File: src/rtl/i2c_cfg_pkg.sv
package i2c_cfg_pkg;

    typedef enum logic [3:0] {
        S_IDLE,
        S_ADDR,
        S_AACK_W,
        S_AACK_R,
        S_SUB,
        S_SACK,
        S_WDAT,
        S_DACK,
        S_RDAT,
        S_RACK
    } bus_state_e;

    typedef struct packed {
        bus_state_e st;
        logic [3:0] cnt;
        logic [7:0] sh;
        logic [7:0] tx;
        logic [7:0] ptr;
        logic       oe;
    } fsm_regs_t;

endpackage

File: src/rtl/i2c_cfg_sync.sv
module i2c_cfg_sync #(
    parameter int STAGES = 2
) (
    input  logic clk,
    input  logic rst_n,
    input  logic scl_i,
    input  logic sda_i,
    output logic sda_s,
    output logic start_p,
    output logic stop_p,
    output logic rise_p,
    output logic fall_p
);
    typedef struct packed {
        logic [STAGES-1:0] scl;
        logic [STAGES-1:0] sda;
        logic              scl_p;
        logic              sda_p;
    } sync_t;

    sync_t s_d, s_q;

    always_comb begin
        s_d       = s_q;
        s_d.scl   = {s_q.scl[STAGES-2:0], scl_i};
        s_d.sda   = {s_q.sda[STAGES-2:0], sda_i};
        s_d.scl_p = s_q.scl[STAGES-1];
        s_d.sda_p = s_q.sda[STAGES-1];
    end

    always_ff @(posedge clk or negedge rst_n) begin
        if (!rst_n) s_q <= '1;
        else        s_q <= s_d;
    end

    logic scl_now, sda_now;
    assign scl_now = s_q.scl[STAGES-1];
    assign sda_now = s_q.sda[STAGES-1];
    assign sda_s   = sda_now;
    assign start_p = scl_now & s_q.scl_p & s_q.sda_p & ~sda_now;
    assign stop_p  = scl_now & s_q.scl_p & ~s_q.sda_p & sda_now;
    assign rise_p  = scl_now & ~s_q.scl_p;
    assign fall_p  = ~scl_now & s_q.scl_p;
endmodule

File: src/rtl/i2c_cfg_regfile.sv
module i2c_cfg_regfile #(
    parameter int NUM_REGS = 9,
    parameter int IDX_W    = $clog2(NUM_REGS)
) (
    input  logic                  clk,
    input  logic                  rst_n,
    input  logic                  wr_en,
    input  logic [IDX_W-1:0]      wr_idx,
    input  logic [7:0]            wr_data,
    output logic [NUM_REGS*8-1:0] regs_o
);
    for (genvar g = 0; g < NUM_REGS; g++) begin : g_reg
        logic [7:0] r_d, r_q;
        always_comb begin
            r_d = r_q;
            if (wr_en && (int'(wr_idx) == g)) r_d = wr_data;
        end
        always_ff @(posedge clk or negedge rst_n) begin
            if (!rst_n) r_q <= '0;
            else        r_q <= r_d;
        end
        assign regs_o[g*8 +: 8] = r_q;
    end
endmodule

File: src/rtl/i2c_cfg_slave.sv
module i2c_cfg_slave
    import i2c_cfg_pkg::*;
#(
    parameter int         NUM_REGS    = 9,
    parameter logic [5:0] DEV_ADDR_HI = 6'b100101,
    parameter int         SYNC_STAGES = 2
) (
    input  logic                  clk,
    input  logic                  rst_n,
    input  logic                  scl_i,
    input  logic                  sda_i,
    output logic                  sda_oe_o,
    input  logic                  addr_sel_i,
    input  logic [7:0]            status_i,
    output logic [NUM_REGS*8-1:0] regs_o
);
    localparam int IDX_W = $clog2(NUM_REGS);

    logic sda_s, start_det, stop_det, scl_rise, scl_fall;
    logic wr_en;
    logic [IDX_W-1:0] wr_idx;
    logic [7:0] wr_data;

    i2c_cfg_sync #(.STAGES(SYNC_STAGES)) i_sync (
        .clk     (clk),
        .rst_n   (rst_n),
        .scl_i   (scl_i),
        .sda_i   (sda_i),
        .sda_s   (sda_s),
        .start_p (start_det),
        .stop_p  (stop_det),
        .rise_p  (scl_rise),
        .fall_p  (scl_fall)
    );

    fsm_regs_t f_d, f_q;

    always_comb begin
        f_d     = f_q;
        wr_en   = 1'b0;
        wr_data = f_q.sh;
        if (stop_det) begin
            f_d.st = S_IDLE;
            f_d.oe = 1'b0;
        end else if (start_det) begin
            f_d.st  = S_ADDR;
            f_d.cnt = '0;
            f_d.oe  = 1'b0;
        end else begin
            case (f_q.st)
                S_ADDR, S_SUB, S_WDAT: begin
                    if (scl_rise && f_q.cnt < 4'd8) begin
                        f_d.sh  = {f_q.sh[6:0], sda_s};
                        f_d.cnt = f_q.cnt + 4'd1;
                    end
                    if (scl_fall && f_q.cnt == 4'd8) begin
                        f_d.cnt = '0;
                        if (f_q.st == S_ADDR) begin
                            if (f_q.sh[7:1] == {DEV_ADDR_HI, addr_sel_i}) begin
                                f_d.oe = 1'b1;
                                f_d.st = f_q.sh[0] ? S_AACK_R : S_AACK_W;
                                f_d.tx = status_i;
                            end else begin
                                f_d.st = S_IDLE;
                            end
                        end else if (f_q.st == S_SUB) begin
                            f_d.ptr = f_q.sh;
                            f_d.oe  = 1'b1;
                            f_d.st  = S_SACK;
                        end else begin
                            wr_en   = (int'(f_q.ptr) < NUM_REGS);
                            f_d.ptr = (f_q.ptr == 8'hFF) ? f_q.ptr : f_q.ptr + 8'd1;
                            f_d.oe  = 1'b1;
                            f_d.st  = S_DACK;
                        end
                    end
                end
                S_AACK_W: if (scl_fall) begin
                    f_d.oe = 1'b0;
                    f_d.st = S_SUB;
                end
                S_SACK, S_DACK: if (scl_fall) begin
                    f_d.oe = 1'b0;
                    f_d.st = S_WDAT;
                end
                S_AACK_R: if (scl_fall) begin
                    f_d.oe  = ~f_q.tx[7];
                    f_d.cnt = '0;
                    f_d.st  = S_RDAT;
                end
                S_RDAT: begin
                    if (scl_rise) f_d.cnt = f_q.cnt + 4'd1;
                    if (scl_fall) begin
                        if (f_q.cnt == 4'd8) begin
                            f_d.oe = 1'b0;
                            f_d.st = S_RACK;
                        end else begin
                            f_d.tx = {f_q.tx[6:0], 1'b0};
                            f_d.oe = ~f_q.tx[6];
                        end
                    end
                end
                S_RACK: if (scl_fall) f_d.st = S_IDLE;
                default: f_d.st = S_IDLE;
            endcase
        end
    end

    always_ff @(posedge clk or negedge rst_n) begin
        if (!rst_n) begin
            f_q     <= '0;
            f_q.st  <= S_IDLE;
        end else begin
            f_q <= f_d;
        end
    end

    assign wr_idx   = f_q.ptr[IDX_W-1:0];
    assign sda_oe_o = f_q.oe;

    i2c_cfg_regfile #(.NUM_REGS(NUM_REGS), .IDX_W(IDX_W)) i_regs (
        .clk     (clk),
        .rst_n   (rst_n),
        .wr_en   (wr_en),
        .wr_idx  (wr_idx),
        .wr_data (wr_data),
        .regs_o  (regs_o)
    );
endmodule

File: config.mk
export PLATFORM = sky130hd
export DESIGN_NAME = i2c_cfg_slave
export DESIGN_NICKNAME = d
export VERILOG_FILES = /design/src/rtl/i2c_cfg_pkg.sv /design/src/rtl/i2c_cfg_sync.sv /design/src/rtl/i2c_cfg_regfile.sv /design/src/rtl/i2c_cfg_slave.sv
export SDC_FILE = /design/constraint.sdc
export NUM_CORES = 1
export LEC_CHECK = 0
export BUFFER_PORTS_ARGS = -buffer_cell sky130_fd_sc_hd__buf_2
export CORE_ASPECT_RATIO = 1.5
export CORE_UTILIZATION = 25
export DETAILED_ROUTE_END_ITERATION = 10
export GPL_ROUTABILITY_DRIVEN = 0
export SYNTH_ARGS = -nofsm -noshare
export SYNTH_HDL_FRONTEND = slang
export SYNTH_SLANG_ARGS = --single-unit
File: constraint.sdc
create_clock -name clk -period 4.33 [get_ports clk]
set_input_delay 0.6495 -clock clk [delete_from_list [all_inputs] [get_ports clk]]
set_output_delay 0.6495 -clock clk [all_outputs]
set_load 0.03 [all_outputs]
== Word level (Yosys, flattened, before mapping) ==
Cells that the tools add are included.

* Register bits after elaboration: 111
* Output and inout bits: 73

* Order comparisons: 2
* Bitwise gates (word level): 16
* Add/sub/neg operators: 2
* Eq/ne operators: 38
* Muxes and demuxes: 41
* Reduce and logical (&&, ||, !) cells: 24

{| class="wikitable"
|+ Operators with widths
! operator !! number
|-
| 8-bit 2-to-1 mux || 9
|-
| 4-bit equality test, second input constant || 8
|-
| 4-bit 2-to-1 mux || 8
|-
| 4-bit by 2-bit != test with 1-bit output, second input constant || 7
|-
| 4-bit by 3-bit equality test with 1-bit output, second input constant || 6
|-
| 4-bit case mux with 6 select lines || 1
|-
| 17-bit 2-to-1 mux || 1
|-
| 8-bit case mux with 2 select lines || 1
|-
| 1-bit 2-to-1 mux || 15
|-
| 4-bit by 2-bit equality test with 1-bit output, second input constant || 3
|-
| 12-bit 2-to-1 mux || 1
|-
| 2-bit != test, second input constant || 6
|-
| 4-bit case mux with 3 select lines || 1
|-
| 6-bit AND reduction || 2
|-
| 1-bit logical AND || 11
|-
| 9-bit 2-to-1 mux || 1
|-
| 1-bit inverter || 9
|-
| 8-bit by 1-bit adder with 8-bit output, second input constant || 1
|-
| 8-bit equality test, second input constant || 1
|-
| 8-bit by 4-bit less-than comparator with 1-bit output, second input constant || 1
|-
| 8-bit AND reduction || 1
|-
| 1-bit bitwise AND || 7
|-
| 7-bit equality test || 1
|-
| 7-bit AND reduction || 1
|-
| 17 further kinds || 20
|}

== Logic depth before layout (Yosys ltp) ==
Gate-level depths: netlist of run 1.

* Word-level depth: 8
* Mapped depth: 8
* Gate-level depth less buffers: 7

== By module ==
From an unflattened synthesis of run 1, not the netlist that was laid out.

* Cell total of the unflattened synthesis: 394
* Area total of the unflattened synthesis: 5,171.2 µm²

{| class="wikitable"
|+ Modules (own cells, without submodules)
! module !! area each (µm²) !! cells each !! seq. area each (µm²) !! instances
|-
| i2c_cfg_regfile || 2,798.9 || 161 || 1,801.7 || 1
|-
| i2c_cfg_slave || 2,179.6 || 223 || 825.8 || 1
|-
| i2c_cfg_sync || 192.7 || 10 || 157.7 || 1
|}

== Worst setup path after synthesis of run 1 ==
Ideal clock, no wire load.

* Kind: register to register
* From: register i_sync.s_q[1] (netlist name)
* To: register i_regs.g_reg[1].r_q[2]
* Library setup time: 0.125 ns
* Required time: 4.205 ns
* Stages on the path, launching flop included: 7
* Slack: 1.909 ns
* Arrival: 2.296 ns
* Period minus slack after synthesis: 2.421 ns
* Buffers on the path: 1
* Cells stage by stage: dfstp_2 > clkbuf_1 > nand2b_1 > nor3_4 > nand4_4 > nor4b_4 > mux2_2

* Word-level cells in the longest chain between the ends: 7

{| class="wikitable"
|+ RTL lines
! item !! line !! source
|-
| from (decl) || i2c_cfg_sync.sv:21 || <nowiki>sync_t s_d, s_q;</nowiki>
|-
| from (signal assigned) || i2c_cfg_sync.sv:32 || <nowiki>if (!rst_n) s_q <= '1;</nowiki>
|-
| from (signal assigned) || i2c_cfg_sync.sv:33 || <nowiki>else s_q <= s_d;</nowiki>
|-
| 1-bit bitwise AND || i2c_cfg_sync.sv:43 || <nowiki>assign fall_p = ~scl_now & s_q.scl_p;</nowiki>
|-
| 1-bit logical AND || i2c_cfg_slave.sv:56 || <nowiki>if (scl_fall && f_q.cnt == 4'd8) begin</nowiki>
|-
| 1-bit 2-to-1 mux || i2c_cfg_slave.sv:56 ||
|-
| 1-bit 2-to-1 mux || i2c_cfg_slave.sv:50 || <nowiki>case (f_q.st)</nowiki>
|-
| 1-bit 2-to-1 mux || i2c_cfg_slave.sv:45 || <nowiki>end else if (start_det) begin</nowiki>
|-
| 1-bit 2-to-1 mux (*) || i2c_cfg_slave.sv:42 || <nowiki>if (stop_det) begin</nowiki>
|-
| 1-bit logical AND (*) || i2c_cfg_regfile.sv:16 || <nowiki>if (wr_en && (int'(wr_idx) == g)) r_d = wr_data;</nowiki>
|-
| to (signal assigned) || i2c_cfg_regfile.sv:20 || <nowiki>else r_q <= r_d;</nowiki>
|-
| to (decl) || i2c_cfg_regfile.sv:13 || <nowiki>logic [7:0] r_d, r_q;</nowiki>
|}

Every way passes the cells marked *; elsewhere a longest branch is shown, timed or not.
A chain may end at the register's enable or synchronous reset.

== Worst setup path in the final report of run 1 ==
* From: register f_q[31] (netlist name)
* To: register i_regs.g_reg[0].r_q[2]

* Word-level cells in the longest chain between the ends: 8

{| class="wikitable"
|+ RTL lines
! item !! line !! source
|-
| from (decl) || i2c_cfg_slave.sv:36 || <nowiki>fsm_regs_t f_d, f_q;</nowiki>
|-
| 4-bit by 3-bit equality test with 1-bit output || i2c_cfg_slave.sv:50, i2c_cfg_slave.sv:66 ||
|-
| 1-bit 2-to-1 mux || i2c_cfg_slave.sv:66 || <nowiki>end else if (f_q.st == S_SUB) begin</nowiki>
|-
| 1-bit 2-to-1 mux || i2c_cfg_slave.sv:58 || <nowiki>if (f_q.st == S_ADDR) begin</nowiki>
|-
| 1-bit 2-to-1 mux || i2c_cfg_slave.sv:56 ||
|-
| 1-bit 2-to-1 mux (*) || i2c_cfg_slave.sv:50 ||
|-
| 1-bit 2-to-1 mux (*) || i2c_cfg_slave.sv:45 ||
|-
| 1-bit 2-to-1 mux (*) || i2c_cfg_slave.sv:42 ||
|-
| 1-bit logical AND (*) || i2c_cfg_regfile.sv:16 ||
|-
| to (signal assigned) || i2c_cfg_regfile.sv:20 ||
|-
| to (decl) || i2c_cfg_regfile.sv:13 ||
|}

Marked as above.

==> results of run 1 <==
-- cells in the final DEF, fill, tap and decap left out, drive strengths merged, types with 3 or more instances in the layout --
master  instances
a21oi          17
a22o            8
and3            3
buf            88
clkbuf         11
dfrtp         105
dfstp           6
ha              7
inv            12
mux2           87
nand2          13
nand2b          6
nand3          10
nand4b          5
nor2           17
nor3            6
nor3b           4
nor4b           8
o21ai          16
o22ai           3
o32ai           3
-- final cells by class --
type,count,area [µm²],area share
multi-input combinational,256,2210,0.363
clock inverter,5,38.8,0.00637
inverter,10,37.5,0.00616
sequential,111,2790,0.457
timing repair buffer,88,450,0.0740
clock buffer,11,243,0.0399
tap,260,325,0.0534
-- routing by layer --
metal / GRT usage / part of all wire / vias up
met5: 0 / 0 / -
met3: 0.0219 / 0.044 / 17
met4: 0.0401 / 0.017 / 0
li1: - / - / 1618
met1: 0.143 / 0.40 / 1785
met2: 0.242 / 0.54 / 102
-- sequential cells by signal, summed over array words and instances, names as in the netlist --
signal,count
i_sync.sda_s,1
wr_data,8
i_sync.s_d,3
sda_oe_o,1
f_q,24
i_regs.g.r_q,72
i_sync.s_q,2
-- synth_stat cells (all sizes together), types with 2 or more instances --
cell type / count
o21bai: 2
a21oi: 17
nand2: 13
nor2b: 2
nor3b: 4
a31oi: 2
dfstp: 6
mux2: 87
o32ai: 3
dfrtp: 105
or4b: 2
and3: 3
nor3: 6
ha: 7
clkbuf: 22
or4: 2
o22ai: 3
a31o: 2
nand3: 10
a2111oi: 2
nor4b: 8
nand3b: 2
and3b: 2
a22o: 8
buf: 4
nor2: 17
o21ai: 16
nand4: 2
nand2b: 6
inv: 10
nand4b: 5
or3: 2
-- through the flow --
| step | hold slack (ps) | cells |
|---|---|---|
| after floorplan | 345 | 403 |
| after global placement | 350 | 725 |
| after detailed placement | 348 | 725 |
| after CTS | 361 | 741 |
| after global routing | 361 | 741 |
| final | 360 | 741 |
-- cells by family after synthesis --
kind of cell             after synthesis  share of synthesized area
flip-flops                           111                      0.543
AND/OR/NAND/NOR                       92                      0.130
multiplexers                          88                      0.193
AO/OA/AOI/OAI                         67                     0.0868
buffers and inverters                 36                     0.0273
adder cells (fa/ha/maj)                7                     0.0171
XOR/XNOR                               2                    0.00342
-- path summary, 6_finish.rpt --
kind / endpoint / slack (ps) / start
max in group asynchronous: i_sync.sda_s$_DFF_PN1_ / 2990 / rst_n
worst min-delay path: i_sync.sda_s$_DFF_PN1_ / 360 / i_sync.s_d[3]$_DFF_PN1_
worst max register to register: i_regs.g_reg[0].r_q[2]$_DFFE_PN0P_ / 1410 / f_q[31]$_DFFE_PN0P_
worst max-delay path: i_regs.g_reg[0].r_q[2]$_DFFE_PN0P_ / 1410 / f_q[31]$_DFFE_PN0P_
worst min register to register: i_sync.sda_s$_DFF_PN1_ / 360 / i_sync.s_d[3]$_DFF_PN1_
min in group asynchronous: i_regs.g_reg[8].r_q[5]$_DFFE_PN0P_ / 430 / rst_n
-- power by group --
| group | switching, µW | internal [µW] |
|---|---|---|
| clock | 387 | 411 |
| sequential | 129 | 1070 |
| combinational | 72.4 | 59.5 |
==> results.toml, run 1 <==
[drt]
routed_wl_um = 13200
routed_via_density = 4.75
ant_nets = 0
vias = 3522
post-route-drc-count = 0
drtIter0Drc = 193
first_pass_iters = 5
avgRoutedWirePerCell_um = 17.8

[clock_network]
clk_path_buf_depth = 2
post_cts_resize_count = 0
post_cts_buffers = 0
cts_buffers = 9
clock-sinks = 111
htree_levels = 3
cts-root-buf = "clkbuf_16"
cts_tree = "done"
cts_hold_buf = 0
clk_pin_slew_ps = 70
clock_latency_ps = 350

[final_layout]
nFillCells = 2006
layout.nets = 496
antenna_cells = 0
drive_gt1_frac = 0.435
post-route-util = 0.305
design_area_um2 = 6090
syn_to_final_growth_pct = 18.7

[die]
dieHeight_um = 177
initial_utilization = 0.257
fp.coreArea_um2 = 19900
die-area_um2 = 21100
ioPinCount = 86
die_width_um = 119
rows = 63

[logic_synthesis]
yosysTopAreaCell = "dfrtp_1"
syn_inst = 403
synth-edff-count = 0
synth_seq_area_share = 0.543
syn_area_um2 = 5130
synthFlopType = "dfrtp_1"
synthArstFlopShare = 1.00
synthTopCellsByArea = "dfrtp_1 51%, mux2_2 18%, dfstp_2 3.1%"
synthesis.nets = 423
synth.top_cell.area_share = 0.512
syn-mean-instance-area_um2 = 12.7
yosysUniqueCellTypes = 59
synth-seq-cells = 111
yosysWarnings = 0

[grt]
grt_max_degree = 66
track_usage = 0.128
grt_first_pass_wirelength_um = 20600
grt_pass1_vias = 3681
grt_overflow = 0
antenna_found_initial = 0

[power]
powerDensity_nw_per_um2 = 349
leakagePower_uw = 0.00314
vdd_drop_max_mv = 0.165
p_total_uw = 2120

[critical_path]
critPathCaptureType = "flip-flop"
critPathMaxStageDelay_ps = 720
critPathTopFamily = "simple AND/OR/NAND/NOR gates"
worstPathBufferInverterCount = 0
path_class = "reg -> reg"
crit_path_cell_trace = "or3b_1, nor3_4, nand4_4, nor4b_4, mux2_2"
crit_cells = 5
ff2ff_path_depth = 5
cp-start-kind = "flip-flop"
critPathRequiredTime_ps = 4560
slowest_stage = "dfrtp_1"
arrival_ps = 3150
cp_max_fo = 20

[placement]
dp_slack_ps = 1410
place_area_um2 = 5810
hpwlAfterDp_um = 9160
port_buffers = 85

[sta]
clock_skew_ps = 9.80
setup_violations = 0
fmax_ghz = 0.342
worst_pin_slew_ps = 866
rsz0062_at_grt = "false"
period_share = 0.675
slew_headroom = 0.415
fin_ws_ps = 1410
drv_slew = 0
finalHoldViolCount = 0
fin_setup_tns_ps = 0
period_minus_slack_ps = 2920

[job]
drv_cap = 0

[hold_path]
hold_depth = 0
hold_path_class = "reg -> reg"

[outcome]
status = "finished clean"
Note: power is estimated with default switching activity, not from simulation.
==> inputs of run 2 (changes only) <==
==> constraint.sdc (replaced) <==
create_clock -name clk -period 2.93 [get_ports clk]
set_input_delay 0.4395 -clock clk [delete_from_list [all_inputs] [get_ports clk]]
set_output_delay 0.4395 -clock clk [all_outputs]
set_load 0.03 [all_outputs]
==> run 2 against run 1 <==
Against the previous run: core utilization is 0.95 points higher; fmax is 8.9% higher; combinational power increased to 2.8 times the previous value; routed wire length rose by 1.2%; sequential share of layout area decreased by 1.4 points; first-iteration DRC count shrank 6.2%; count of clock-buffer cells in the layout shrank 2; largest cell class unchanged; sequential power rose by 39%; critical path depth is the same; design area rose by 3.1%; hold slack lost 210 ps; non-clock buffer count rose by 21.
==> results.toml, run 2 (synthesized netlist as in run 1, its figures left out) <==
[outcome]
status = "finished clean"

[final_layout]
final_common_cell = "dfrtp_1"
regMostFlops = "i_regs.g.r_q"
design_area_um2 = 6280
layout.nets = 517
largest_reg_flops = 72
antenna_cells = 0
multi_input_area_um2 = 2210
nFillCells = 1998
most-common-layout-cells = "105 x dfrtp_1, 84 x buf_2, 83 x mux2_2"
syn_to_final_growth_pct = 22.4
regArea_um2 = 2790
drive_gt1_frac = 0.460

[drt]
vias = 3682
routed_wl_um = 13300
ant_nets = 0
post-route-drc-count = 0
routed_via_density = 4.83
drtIter0Drc = 181
first_pass_iters = 4
avgRoutedWirePerCell_um = 17.5

[clock_network]
clk_path_buf_depth = 2
clk_pin_slew_ps = 80
cts-root-buf = "clkbuf_16"
post_cts_resize_count = 0
htree_levels = 3
cts_hold_buf = 0
post_cts_buffers = 0
clock-sinks = 111
clock_latency_ps = 350
cts_buffers = 9
cts_tree = "done"

[die]
ioPinCount = 86
dieHeight_um = 177
fp.coreArea_um2 = 19900
die-area_um2 = 21100
rows = 63
die_width_um = 119
initial_utilization = 0.257

[sta]
clock_skew_ps = 10.1
slew_headroom = 0.487
drv_slew = 0
setup_violations = 0
period_minus_slack_ps = 2680
finalHoldViolCount = 0
worst_pin_slew_ps = 769
period_share = 0.916
rsz0062_at_grt = "false"
fmax_ghz = 0.373
fin_setup_tns_ps = 0

[power]
leakagePower_uw = 0.00327
p_sw_uw = 910
powerDensity_nw_per_um2 = 524
p_total_uw = 3290
vdd_drop_max_mv = 0.253
power_frac_clock = 0.388
swShare = 0.276
p_comb_frac = 0.111
p_int_uw = 2380
seq_power_share = 0.501

[job]
drv_cap = 0

[placement]
hpwlAfterDp_um = 9590
place_area_um2 = 5970
port_buffers = 85

[critical_path]
path_class = "reg -> reg"
critPathMaxStageDelay_ps = 590
slowest_stage = "nor4b_4"
critPathTopFamily = "simple AND/OR/NAND/NOR gates"
worstPathBufferInverterCount = 0
crit_path_cell_trace = "or3b_1, nor3_4, nand4_4, nor4b_4, mux2_2"
arrival_ps = 2930
critPathRequiredTime_ps = 3170
cp-start-kind = "flip-flop"
critPathCaptureType = "flip-flop"
cp_max_fo = 11

[grt]
track_usage = 0.133
grt_max_degree = 57
grt_overflow = 0
grt_first_pass_wirelength_um = 21700
antenna_found_initial = 0
grt_pass1_vias = 4058

[hold_path]
hold_path_class = "in -> async"
## run 2: final timing paths
kind,end,slack [ps],depth (start not counted),from
max in group asynchronous,i_sync.s_d[1]$_DFF_PN1_,1980,2,rst_n
min in group clk,i_sync.s_d[3]$_DFF_PN1_,190,1,sda_i
setup / recovery,i_regs.g_reg[0].r_q[0]$_DFFE_PN0P_,250,5,f_q[31]$_DFFE_PN0P_
hold reg to reg,i_sync.sda_s$_DFF_PN1_,360,0,i_sync.s_d[3]$_DFF_PN1_
setup reg to reg,i_regs.g_reg[0].r_q[0]$_DFFE_PN0P_,250,5,f_q[31]$_DFFE_PN0P_
hold / removal,f_q[31]$_DFFE_PN0P_,150,1,rst_n
## run 2: area by class of cell
| cell class | count | area share |
|---|---|---|
| sequential | 111 | 0.444 |
| multi-input combinational | 256 | 0.352 |
| timing repair buffer | 109 | 0.0968 |
| tap | 260 | 0.0518 |
| clock buffer | 9 | 0.0359 |
| clock inverter | 7 | 0.0139 |
| inverter | 10 | 0.00598 |
## run 2: layer usage
metal	share of wire	track usage	vias to the layer above
li1	-	-	1662
met4	0.024	0.0559	0
met1	0.39	0.146	1897
met3	0.042	0.0254	21
met2	0.54	0.246	102
met5	0	0	-
## run 2: worst register-to-register path, stage by stage (launching register included)
cell and delay [ps]:
dfrtp_1 560, or3b_1 470, nor3_4 310, nand4_4 250
nor4b_4 590, mux2_2 400
## run 2: power groups by stage
stage,combinational (µW),clock [µW],sequential (µW)
floorplan,191,0,1640
global placement,362,0,1670
detailed placement,376,0,1680
CTS,378,1320,1650
global route,402,1380,1660
finish,367,1280,1650
## run 2: stage by stage
step | cells | worst slack (ps) | utilization | hold slack [ps]
after floorplan | 403 | 509 | - | 144
after global placement | 746 | 357 | 0.299 | 349
after detailed placement | 746 | 226 | 0.299 | 354
after CTS | 762 | 231 | 0.315 | 173
after global routing | 762 | 65.6 | 0.315 | 174
final | 762 | 246 | 0.315 | 152
